==> src/rtl/cfg_sreg_pkg.sv <==
package cfg_sreg_pkg;
  localparam int unsigned BYTE_W    = 8;
  localparam int unsigned N_BYTES   = 10;  // address + command + count + 7 data
  localparam int unsigned FIRST_KEP = 6;   // zero-based frame index of first kept byte
  localparam int unsigned N_REGS    = 4;
endpackage

==> src/rtl/cfg_sreg_filt.sv <==
module cfg_sreg_filt #(
  parameter int unsigned FILT_LEN = 2
) (
  input  logic clk_i,
  input  logic rst_ni,
  input  logic line_i,
  output logic line_o
);
  localparam int unsigned CNT_W = (FILT_LEN > 1) ? $clog2(FILT_LEN) : 1;
  localparam logic [CNT_W-1:0] CNT_TOP = CNT_W'(FILT_LEN - 1);

  logic [1:0]       sync_q;
  logic [CNT_W-1:0] cnt_q;
  logic             out_q;

  always_ff @(posedge clk_i or negedge rst_ni) begin
    if (!rst_ni) begin
      sync_q <= 2'b11;
      cnt_q  <= '0;
      out_q  <= 1'b1;
    end else begin
      sync_q <= {sync_q[0], line_i};
      if (sync_q[1] == out_q) begin
        cnt_q <= '0;
      end else if (cnt_q == CNT_TOP) begin
        out_q <= sync_q[1];
        cnt_q <= '0;
      end else begin
        cnt_q <= cnt_q + 1'b1;
      end
    end
  end

  assign line_o = out_q;

  // output follows only a level the synchronizer has shown
  p_filt_follows_r7: assert property (@(posedge clk_i) disable iff (!rst_ni)
    (out_q != $past(out_q)) |-> ($past(sync_q[1]) == out_q));
endmodule

==> src/rtl/cfg_sreg_cond.sv <==
module cfg_sreg_cond (
  input  logic clk_i,
  input  logic rst_ni,
  input  logic scl_i,
  input  logic sda_i,
  output logic start_o,
  output logic stop_o,
  output logic rise_o,
  output logic fall_o
);
  logic scl_q, sda_q;

  always_ff @(posedge clk_i or negedge rst_ni) begin
    if (!rst_ni) begin
      scl_q <= 1'b1;
      sda_q <= 1'b1;
    end else begin
      scl_q <= scl_i;
      sda_q <= sda_i;
    end
  end

  assign start_o = scl_q & scl_i & sda_q & ~sda_i;
  assign stop_o  = scl_q & scl_i & ~sda_q & sda_i;
  assign rise_o  = ~scl_q & scl_i;
  assign fall_o  = scl_q & ~scl_i;

  p_start_stop_excl: assert property (@(posedge clk_i) disable iff (!rst_ni)
    !(start_o && stop_o));
endmodule

==> src/rtl/cfg_sreg_rx.sv <==
module cfg_sreg_rx
  import cfg_sreg_pkg::*;
#(
  parameter logic [7:0] DEV_ADDR = 8'hD2,
  parameter int unsigned FILT_LEN = 2,
  parameter logic [N_REGS*BYTE_W-1:0] REG_DEF = {8'h23, 8'hEF, 8'hF7, 8'h02}
) (
  input  logic       clk_i,
  input  logic       rst_ni,
  input  logic       scl_i,
  input  logic       sda_i,
  output logic       sda_oe_o,
  output logic [7:0] ctl0_o,
  output logic [7:0] ctl1_o,
  output logic [7:0] ctl2_o,
  output logic [7:0] ctl3_o
);
  localparam int unsigned BIT_W = 4;
  localparam int unsigned IDX_W = $clog2(N_BYTES + 1);
  localparam logic [BIT_W-1:0] LAST_BIT = BIT_W'(BYTE_W);
  localparam logic [BIT_W-1:0] ACK_SLOT = BIT_W'(BYTE_W + 1);
  localparam logic [IDX_W-1:0] IDX_END  = IDX_W'(N_BYTES);

  logic [1:0] raw_w, filt_w;
  assign raw_w = {scl_i, sda_i};

  for (genvar l = 0; l < 2; l++) begin : g_filt
    cfg_sreg_filt #(.FILT_LEN(FILT_LEN)) filt_i (
      .clk_i (clk_i),
      .rst_ni(rst_ni),
      .line_i(raw_w[l]),
      .line_o(filt_w[l])
    );
  end

  logic scl_f, sda_f, start_w, stop_w, rise_w, fall_w;
  assign scl_f = filt_w[1];
  assign sda_f = filt_w[0];

  cfg_sreg_cond cond_i (
    .clk_i  (clk_i),
    .rst_ni (rst_ni),
    .scl_i  (scl_f),
    .sda_i  (sda_f),
    .start_o(start_w),
    .stop_o (stop_w),
    .rise_o (rise_w),
    .fall_o (fall_w)
  );

  logic             active_q, addr_ok_q, oe_q;
  logic [BIT_W-1:0] bit_q;
  logic [IDX_W-1:0] idx_q;
  logic [7:0]       sh_q;
  logic             byte_done;

  assign byte_done = active_q && !start_w && !stop_w && fall_w && (bit_q == LAST_BIT);

  always_ff @(posedge clk_i or negedge rst_ni) begin
    if (!rst_ni) begin
      active_q  <= 1'b0;
      addr_ok_q <= 1'b0;
      oe_q      <= 1'b0;
      bit_q     <= '0;
      idx_q     <= '0;
      sh_q      <= '0;
    end else if (start_w) begin
      active_q  <= 1'b1;
      addr_ok_q <= 1'b0;
      oe_q      <= 1'b0;
      bit_q     <= '0;
      idx_q     <= '0;
    end else if (stop_w) begin
      active_q  <= 1'b0;
      oe_q      <= 1'b0;
      bit_q     <= '0;
    end else if (active_q) begin
      if (rise_w && bit_q < LAST_BIT) begin
        sh_q  <= {sh_q[6:0], sda_f};
        bit_q <= bit_q + 1'b1;
      end
      if (fall_w) begin
        if (bit_q == LAST_BIT) begin
          bit_q <= ACK_SLOT;
          if (idx_q == '0) begin
            addr_ok_q <= (sh_q == DEV_ADDR);
            oe_q      <= (sh_q == DEV_ADDR);
          end else begin
            oe_q <= addr_ok_q && (idx_q < IDX_END);
          end
        end else if (bit_q == ACK_SLOT) begin
          oe_q  <= 1'b0;
          bit_q <= '0;
          if (idx_q < IDX_END) idx_q <= idx_q + 1'b1;
        end
      end
    end
  end

  assign sda_oe_o = oe_q;

  logic [7:0] reg_q [N_REGS];

  for (genvar k = 0; k < N_REGS; k++) begin : g_reg
    always_ff @(posedge clk_i or negedge rst_ni) begin
      if (!rst_ni) begin
        reg_q[k] <= REG_DEF[k*BYTE_W +: BYTE_W];
      end else if (byte_done && addr_ok_q && idx_q == IDX_W'(FIRST_KEP + k)) begin
        reg_q[k] <= sh_q;
      end
    end

    // a register changes only inside an address-matched frame
    p_write_needs_match_r2: assert property (@(posedge clk_i) disable iff (!rst_ni)
      (reg_q[k] != $past(reg_q[k])) |-> $past(addr_ok_q));
  end

  assign ctl0_o = reg_q[0];
  assign ctl1_o = reg_q[1];
  assign ctl2_o = reg_q[2];
  assign ctl3_o = reg_q[3];

  // acknowledge drive only in the ninth-clock slot
  p_oe_in_slot_r5: assert property (@(posedge clk_i) disable iff (!rst_ni)
    sda_oe_o |-> (bit_q == ACK_SLOT));
  // a stop releases the data line
  p_stop_release_r6: assert property (@(posedge clk_i) disable iff (!rst_ni)
    stop_w |=> !sda_oe_o);
  // frame index never passes the end marker
  p_idx_bound_r3: assert property (@(posedge clk_i) disable iff (!rst_ni)
    idx_q <= IDX_END);
  // a start clears the bit position
  p_start_clears_r8: assert property (@(posedge clk_i) disable iff (!rst_ni)
    start_w |=> (bit_q == '0 && idx_q == '0));
endmodule

==> config.mk <==
export PLATFORM = sky130hd
export DESIGN_NAME = cfg_sreg_rx
export DESIGN_NICKNAME = d
export VERILOG_FILES = /design/src/rtl/cfg_sreg_pkg.sv /design/src/rtl/cfg_sreg_filt.sv /design/src/rtl/cfg_sreg_cond.sv /design/src/rtl/cfg_sreg_rx.sv
export SDC_FILE = /design/constraint.sdc
export NUM_CORES = 1
export LEC_CHECK = 0
export BUFFER_PORTS_ARGS = -buffer_cell sky130_fd_sc_hd__buf_4
export CORE_ASPECT_RATIO = 0.5
export CORE_UTILIZATION = 50
export DETAILED_ROUTE_END_ITERATION = 10
export PLACE_DENSITY = 0.71
export SLEW_MARGIN = 20
export SYNTH_ARGS = -nofsm -noshare
export SYNTH_HDL_FRONTEND = slang
export SYNTH_SLANG_ARGS = --single-unit
==> constraint.sdc <==
create_clock -name clk_i -period 2.54 [get_ports clk_i]
set_clock_uncertainty 0.2 [all_clocks]
set_input_delay 0.254 -clock clk_i [delete_from_list [all_inputs] [get_ports clk_i]]
set_output_delay 0.254 -clock clk_i [all_outputs]
set_load 0.01 [all_outputs]
* Word-level counts from Yosys, hierarchy flattened
Index checks and enable logic that the tools add are counted. W data, S select, Z words.
Storage, ports and cells: register bits after elaboration 61
Operators by class: add/sub/neg operators 4, magnitude comparators 2, eq/ne operators 11, multiplexer cells 33, bitwise gates (word level) 15, reductions and logical operators 30
Operators by type and width (count):
- $mux W4 | 14
- $mux W1 | 19
- $eq A4 B4 Y1 const B | 4
- $reduce_bool A2 Y1 | 7
- $logic_and A1 B1 Y1 | 11
- $add A4 B1 Y4 const B | 2
- $eq A4 B3 Y1 const B | 2
- $eq A8 B8 Y1 const B | 1
- $lt A4 B4 Y1 const B | 2
- $not A1 Y1 | 8
- $and A1 B1 Y1 | 7
- $reduce_and A6 Y1 | 1
- $reduce_bool A3 Y1 | 2
- $reduce_and A5 Y1 | 1
- $logic_not A4 Y1 | 1
- $ne A2 B2 Y1 const B | 2
- $reduce_and A2 Y1 | 2
- $reduce_and A4 Y1 | 1
- $reduce_bool A4 Y1 | 1
- $reduce_and A3 Y1 | 1
- $add A1 B1 Y1 const B | 2
- $eq A1 B1 Y1 | 2
- $logic_not A1 Y1 | 2

* Longest topological paths before layout
Gate-level depths: netlist of the first run.
word-level depth 10, depth in mapped cells 7, depth with buffers taken out 6

* By module
A second synthesis of the first run with hierarchy kept.
Unflattened totals: cells, all modules 184, area, all modules 2633.8 um^2
Modules (own cells, without submodules):
- cfg_sreg_rx | times used 1, cells an instance 164, area an instance 2283.4 um^2
- cfg_sreg_filt | times used 2, cells an instance 7, area an instance 131.4 um^2
- cfg_sreg_cond | times used 1, cells an instance 6, area an instance 87.6 um^2

* Worst setup path before layout of the first run
OpenSTA, ideal clock, no wires.
path kind register to register, start point register g_filt[1].filt_i.out_q, end point register reg_q (netlist bit ctl2_o[4]), setup time 0.125 ns, arrival 1.698 ns, data required time 2.215 ns, path slack 0.518 ns, stages on the path, launching flop included 8, period minus slack after synthesis 2.022 ns, path through dfstp_2 -> buf_6 -> and3b_1 -> buf_4 -> and2b_1 -> buf_6 -> nand4_4 -> mux2_2
On the way: longest elaborated chain between the ends 10, elaborated cells between the ends (all ways) 15, classes of those cells 7 x bitwise; 8 x reduce/logical
Ends and longest elaborated chain:
- from (decl) | RTL line cfg_sreg_filt.sv:14 | logic out_q;
- from (signal assigned) | RTL line cfg_sreg_filt.sv:26 | out_q <= sync_q[1];
- $and A1 B1 Y1 | RTL line cfg_sreg_cond.sv:23, cfg_sreg_cond.sv:24
- $and A1 B1 Y1 (2 in a row) | RTL line cfg_sreg_cond.sv:23 | assign start_o = scl_q & scl_i & sda_q & ~sda_i;
- $logic_not A1 Y1 | RTL line cfg_sreg_rx.sv:57 | assign byte_done = active_q && !start_w && !stop_w && fall_w && (bit_q == LAST_BIT);
- $logic_and A1 B1 Y1 (2 in a row) | RTL line cfg_sreg_rx.sv:57
- $logic_and A1 B1 Y1 (*) (2 in a row) | RTL line cfg_sreg_rx.sv:57
- $logic_and A1 B1 Y1 (*) (2 in a row) | RTL line cfg_sreg_rx.sv:108 | end else if (byte_done && addr_ok_q && idx_q == IDX_W'(FIRST_KEP + k)) begin
- to (signal, indexed assignment) | RTL line cfg_sreg_rx.sv:107 | reg_q[k] <= REG_DEF[k*BYTE_W +: BYTE_W];
- to (signal, indexed assignment) | RTL line cfg_sreg_rx.sv:109 | reg_q[k] <= sh_q;
- to (decl) | RTL line cfg_sreg_rx.sv:102 | logic [7:0] reg_q [N_REGS];
Every way passes the cells marked *; elsewhere a longest branch is shown, timed or not. A chain may end at the register's enable or synchronous reset.

* Worst setup path after layout of the first run
start point register bit_q[0], end point register reg_q (netlist bit ctl0_o[4])
On the way: longest elaborated chain between the ends 4
Ends and longest elaborated chain:
- from (decl) | RTL line cfg_sreg_rx.sv:52 | logic [BIT_W-1:0] bit_q;
- from (signal assigned) | RTL line cfg_sreg_rx.sv:80 | bit_q <= bit_q + 1'b1;
- $eq A4 B4 Y1 | RTL line cfg_sreg_rx.sv:57
- $logic_and A1 B1 Y1 | RTL line cfg_sreg_rx.sv:57
- $logic_and A1 B1 Y1 (2 in a row) | RTL line cfg_sreg_rx.sv:108
Every way passes these cells.

==> results of run 1 <==
-- registers in the layout (all words and copies together), names as in the netlist --
| signal | flops |
|---|---|
| addr_ok_q | 1 |
| ctl3_o | 8 |
| ctl1_o | 8 |
| cond_i.scl_q | 1 |
| g_filt.filt_i.sync_q | 4 |
| bit_q | 4 |
| idx_q | 4 |
| ctl0_o | 8 |
| active_q | 1 |
| g_filt.filt_i.cnt_q | 2 |
| sh_q | 8 |
| ctl2_o | 8 |
| sda_oe_o | 1 |
| g_filt.filt_i.line_o | 2 |
| cond_i.sda_q | 1 |
-- how the worst min path moves through the flow --
stage                          startpoint                          to  slack [ns]  cells past startpoint
2_1_floorplan                      rst_ni                    active_q       -0.24                      0
3_3_place_gp   g_filt[1].filt_i.sync_q[0]  g_filt[1].filt_i.sync_q[1]        0.15                      0
3_5_place_dp   g_filt[1].filt_i.sync_q[0]  g_filt[1].filt_i.sync_q[1]        0.15                      0
4_1_cts        g_filt[1].filt_i.sync_q[0]  g_filt[1].filt_i.sync_q[1]        0.16                      0
5_1_grt        g_filt[1].filt_i.sync_q[0]  g_filt[1].filt_i.sync_q[1]        0.16                      0
6_report       g_filt[0].filt_i.sync_q[0]  g_filt[0].filt_i.sync_q[1]        0.16                      0
-- final cells by class --
cell class              instances  area share
repair buffers                 41     0.09767
well taps                      70     0.02713
inverters                       5    0.005814
flip-flops and latches         61      0.4829
clock inverters                 1    0.009302
multi-input cells             114      0.3225
clock buffers                  15     0.05465
-- per-layer routing --
metal | up-vias | track usage | wire length, um
met1 | 847 | 0.2441 | 2212
met3 | 6 | 0.07990 | 200
met5 | - | 0 | 0
met2 | 37 | 0.3191 | 2456
li1 | 746 | - | -
met4 | 0 | 0.07746 | 40
-- layout by cell type, fill, tap and decap left out, types with 4 or more instances in the layout --
master,netlist,layout
buf_4,1,38
clkbuf_8,0,12
dfrtp_1,35,35
dfstp_2,26,26
ha_1,7,7
inv_1,5,5
mux2_2,37,37
mux2_4,5,5
nand2_1,4,4
nand3_1,7,7
nor2_1,9,9
nor2b_1,5,5
-- logic make-up after synthesis --
group / share of synthesized area
mux: 0.1884
flops: 0.5855
fa+ha+maj: 0.03289
simple gates: 0.1081
compound gates: 0.04183
buf+inv: 0.02350
xor+xnor: 0.01974
-- report_power, final --
part	internal, mW	switching, mW
sequential	1.13	0.183
combinational	0.192	0.174
clock	0.535	0.351
total	1.86	0.707
-- through the flow --
| stage | cells | instance area, um^2 | util | worst slack (ns) |
|---|---|---|---|---|
| global route | 307 | 3228 | 0.6428 | 0.1887 |
| finish | 307 | 3228 | 0.6428 | 0.3062 |
| CTS | 307 | 3228 | 0.6428 | 0.3213 |
| floorplan | 186 | 2663 | - | 0.5177 |
| global placement | 288 | 2992 | 0.5957 | 0.4012 |
| detailed placement | 288 | 2992 | 0.5957 | 0.3499 |
==> flow_metrics.env, run 1 <==
export IMPL_antenna_left=0
export IMPL_gp_congestion=0.7684
export IMPL_reg2reg_slack_ns=0.31
export IMPL_reg2regPathDepth=6
export IMPL_cp_slowest_stage_delay_ns=0.44
export IMPL_startpoint_type="register"
export IMPL_root_buffer="clkbuf_8"
export IMPL_rows=18
export IMPL_cp_startpoint="bit_q[0]"
export IMPL_synth_top_flop_cell="dfrtp_1"
export IMPL_vias_per_cell=5.329
export IMPL_yosysTopAreaCellShare=0.3289
export IMPL_power_density_nw_per_um2=794.6
export IMPL_core_area_um2=5022
export IMPL_multi_input_area_um2=1041
export IMPL_hold_worst_slack_ns=0.1560
export IMPL_ff_latch_area_um2=1559
export IMPL_first_global_vias=1601
export IMPL_dieArea_um2=5639
export IMPL_seq_area_frac_synth=0.5855
export IMPL_first_pass_iters=4
export IMPL_grt_use_total=0.1975
export IMPL_synth_edf_count=0
export IMPL_antenna_cells=0
export IMPL_numCtsBuffers=9
export IMPL_clock_latency_ns=0.34
export IMPL_status="completed"
export IMPL_max_freq_ghz=0.4477
export IMPL_crit_cells=6
export IMPL_cts_resized=0
export IMPL_power_mw=2.565
export IMPL_p_leak_nw=1.562
export IMPL_crit_end="ctl0_o[4]"
export IMPL_grt_max_degree=62
export IMPL_layout_drive_gt1_share=0.5316
export IMPL_vias=1636
export IMPL_cts_buffer_depth=2
export IMPL_overflow=0
export IMPL_cp_required_ns=2.56
export IMPL_worst_pin_slew_ns=0.7358
export IMPL_synth_most_common_cell="mux2_2"
export IMPL_layout_min_cycle_time_ns=2.234
export IMPL_ys_types=42
export IMPL_synth_async_reset_ratio=1.000
export IMPL_synth_area_per_cell_um2=14.31
export IMPL_start_util=0.5301
export IMPL_reg2reg_from="bit_q[0]"
export IMPL_syn_cell_area_um2=2663
export IMPL_cp_end_kind="register"
export IMPL_slew_headroom=0.5094
export IMPL_syn_nets=197
export IMPL_drc=0
export IMPL_clk_pin_slew_ns=0.07
export IMPL_num_io_pins=37
export IMPL_h_tree_depth=3
export IMPL_port_buffers=36
export IMPL_peakVddDrop_mv=0.3870
export IMPL_clock_sinks=61
export IMPL_wl_per_cell_um=15.99
export IMPL_worstPathArrival_ns=2.25
export IMPL_grt_pass1_wl_um=8010
export IMPL_path_buf_inv=1
export IMPL_die_w_um=105.2
export IMPL_drt_wl_total_um=4910
export IMPL_slew_viol_final=0
export IMPL_yosys_top_cells_count="mux2_2 (37), dfrtp_1 (35), dfstp_2 (26)"
export IMPL_layout_nets=243
export IMPL_hold_viol=0
export IMPL_setup_violations=0
export IMPL_syn_to_final_growth_pct=21.24
export IMPL_rsz0062_at_grt="no"
export IMPL_ys_ff_latch=61
export IMPL_r2r_end="ctl0_o[4]"
export IMPL_synthCells=186
export IMPL_tns_ns=0
export IMPL_min_path_type="reg2reg"
export IMPL_fin_crit_sh=0.8794
export IMPL_hpwl_um=3257
export IMPL_fp_dieH_um=53.60
export IMPL_tritoncts="built"
export IMPL_nFillCells=375
export IMPL_ys_warn_count=0
export IMPL_path_cells="inv_1, ha_1, nand3b_1, and2b_1, nand4_4, mux2_4"
export IMPL_critPathKind="reg2reg"
export IMPL_critPathTopFamily="simple AND/OR/NAND/NOR gates"
export IMPL_crit_fanout=8
export IMPL_drt_iter0_markers=47
export IMPL_cts_setup_buffers=0
export IMPL_maxCapViolations=0
export IMPL_yosysTopAreaCell="dfrtp_1"
export IMPL_cp_slowest_cell="dfrtp_1"
export IMPL_antenna_found_initial=0
export IMPL_hold_buffers=3
export IMPL_synth_area_leaders="dfrtp_1 (33%), dfstp_2 (26%), mux2_2 (16%), ha_1 (3.3%), mux2_4 (2.8%)"
No activity file was read; power rests on OpenSTA's default activity.
==> inputs of run 2 (changes only) <==
--- a/config.mk
+++ b/config.mk
@@ -9,6 +9,7 @@
 export CORE_ASPECT_RATIO = 0.5
 export CORE_UTILIZATION = 50
 export DETAILED_ROUTE_END_ITERATION = 10
+export GPL_TIMING_DRIVEN = 0
 export PLACE_DENSITY = 0.71
 export SLEW_MARGIN = 20
 export SYNTH_ARGS = -nofsm -noshare
==> run 2 against run 1 <==
Sequential cell count did not move. Sequential power about the same. Setup slack worse by 0.075 ns. Cell count up 1.3%. Non-clock buffer count increased by 4. Count of clock-buffer cells in the layout down 1. Total power down 1.1%. Global-route usage decreased by 1.3 points. Largest cell class unchanged. Critical path depth unchanged. Utilization up 0.40 points. Register-to-register slack worse by 0.08 ns. Final area grew 0.62%.
==> flow_metrics.env, run 2 (synthesis results as in run 1) <==
export IMPL_cp_slowest_stage_delay_ns=0.59
export IMPL_critPathTopFamily="simple AND/OR/NAND/NOR gates"
export IMPL_die_w_um=105.2
export IMPL_antenna_cells=0
export IMPL_reg2regPathDepth=6
export IMPL_antenna_left=0
export IMPL_post_route_worst_setup_slack_ns=0.2309
export IMPL_drt_wl_total_um=4536
export IMPL_hpwl_um=3127
export IMPL_setup_violations=0
export IMPL_clock_sinks=61
export IMPL_tritoncts="built"
export IMPL_utilization=0.6467
export IMPL_cp_end_kind="register"
export IMPL_core_area_um2=5022
export IMPL_gp_congestion=0.7647
export IMPL_drc=0
export IMPL_dpl_cell_count=292
export IMPL_wl_per_cell_um=14.59
export IMPL_status="completed"
export IMPL_grt_pass1_wl_um=7555
export IMPL_min_path_type="reg2reg"
export IMPL_clock_latency_ns=0.33
export IMPL_reg2reg_from="bit_q[0]"
export IMPL_h_tree_depth=3
export IMPL_reg2reg_slack_ns=0.23
export IMPL_port_buffers=36
export IMPL_drt_iter0_markers=33
export IMPL_layout_drive_gt1_share=0.5353
export IMPL_final_cells=311
export IMPL_worstPathArrival_ns=2.35
export IMPL_antenna_found_initial=0
export IMPL_cts_setup_buffers=0
export IMPL_crit_fanout=7
export IMPL_first_pass_iters=4
export IMPL_start_util=0.5301
export IMPL_clk_pin_slew_ns=0.06
export IMPL_num_io_pins=37
export IMPL_vias=1600
export IMPL_dieArea_um2=5639
export IMPL_rows=18
export IMPL_max_freq_ghz=0.4331
export IMPL_rsz0062_at_grt="no"
export IMPL_maxCapViolations=0
export IMPL_root_buffer="clkbuf_8"
export IMPL_hold_worst_slack_ns=0.1547
export IMPL_hold_start="g_filt[0].filt_i.sync_q[0]"
export IMPL_cp_required_ns=2.59
export IMPL_cts_resized=0
export IMPL_layout_min_cycle_time_ns=2.309
export IMPL_layout_nets=247
export IMPL_path_buf_inv=1
export IMPL_slew_headroom=0.5139
export IMPL_worst_pin_slew_ns=0.7292
export IMPL_slew_viol_final=0
export IMPL_place_ws_ns=0.3096
export IMPL_vias_per_cell=5.145
export IMPL_final_cell_mix="buf_4 (37), mux2_2 (37), dfrtp_1 (35), dfstp_2 (26), clkbuf_8 (11)"
export IMPL_fp_dieH_um=53.60
export IMPL_startpoint_type="register"
export IMPL_hold_viol=0
export IMPL_critPathKind="reg2reg"
export IMPL_overflow=0
export IMPL_min_to="g_filt[0].filt_i.sync_q[1]"
export IMPL_r2r_end="idx_q[3]"
export IMPL_cts_buffer_depth=2
export IMPL_syn_to_final_growth_pct=21.99
export IMPL_whs_path_depth=0
export IMPL_peakVddDrop_mv=0.3670
export IMPL_fin_crit_sh=0.9091
export IMPL_grt_max_degree=62
export IMPL_cp_slowest_cell="nor4bb_1"
export IMPL_path_cells="inv_1, ha_1, nor4bb_1, nand3_1, o21ba_2, nor2_1"
export IMPL_numCtsBuffers=9
export IMPL_grt_use_total=0.1847
export IMPL_power_density_nw_per_um2=781.0
export IMPL_p_leak_nw=1.578
export IMPL_tns_ns=0
export IMPL_first_global_vias=1543
[run 2: cell type report]
| type | instances | area, um^2 |
|---|---|---|
| Buffer | 6 | 43.79 |
| Clock buffer | 14 | 162.7 |
| Clock inverter | 2 | 35.03 |
| Fill cell | 384 | 1774 |
| Inverter | 5 | 18.77 |
| Multi-Input combinational cell | 114 | 1041 |
| Sequential cell | 61 | 1559 |
| Tap cell | 70 | 87.58 |
| Timing Repair Buffer | 39 | 300.3 |
[run 2: metal layers]
metal / up-vias / track usage / wire (um)
li1: 757 / - / -
met1: 811 / 0.2322 / 2078
met2: 25 / 0.2851 / 2213
met3: 7 / 0.07143 / 174
met4: 0 / 0.09624 / 70
met5: - / 0 / 0
[run 2: through the flow]
stage	total power, mW	cell area [um^2]
final	2.537	3248
after global routing	2.683	3248
after CTS	2.562	3248
after detailed placement	1.715	3020
after global placement	1.689	3020
after floorplan	1.584	2663
[run 2: where the power goes]
group          switching (mW)  internal (mW)
Clock                   0.334          0.506
Sequential              0.168           1.13
Combinational           0.182          0.217
[run 2: worst register-to-register path, stage by stage (launching register included)]
cell and delay (ns):
dfrtp_1 0.47, inv_1 0.07, ha_1 0.24, nor4bb_1 0.59
nand3_1 0.29, o21ba_2 0.28, nor2_1 0.09
[run 2: worst max path at each step]
stage                                  startpoint        end  slack (ns)  cells after the start
final                                    bit_q[0]   idx_q[3]        0.23                      6
after global routing                     bit_q[0]   idx_q[3]         0.1                      6
after detailed placement             cond_i.scl_q  ctl3_o[6]        0.31                      5
after CTS                                bit_q[0]   idx_q[3]        0.26                      6
after global placement               cond_i.scl_q  ctl3_o[6]        0.32                      5
after floorplan           g_filt[1].filt_i.line_o  ctl2_o[4]        0.52                      7
[run 2: repair_timing]
action                     4_1_cts  5_1_grt
hold buffers                     3        0
hold endpoints to repair        37        0
setup endpoints to repair        0        0
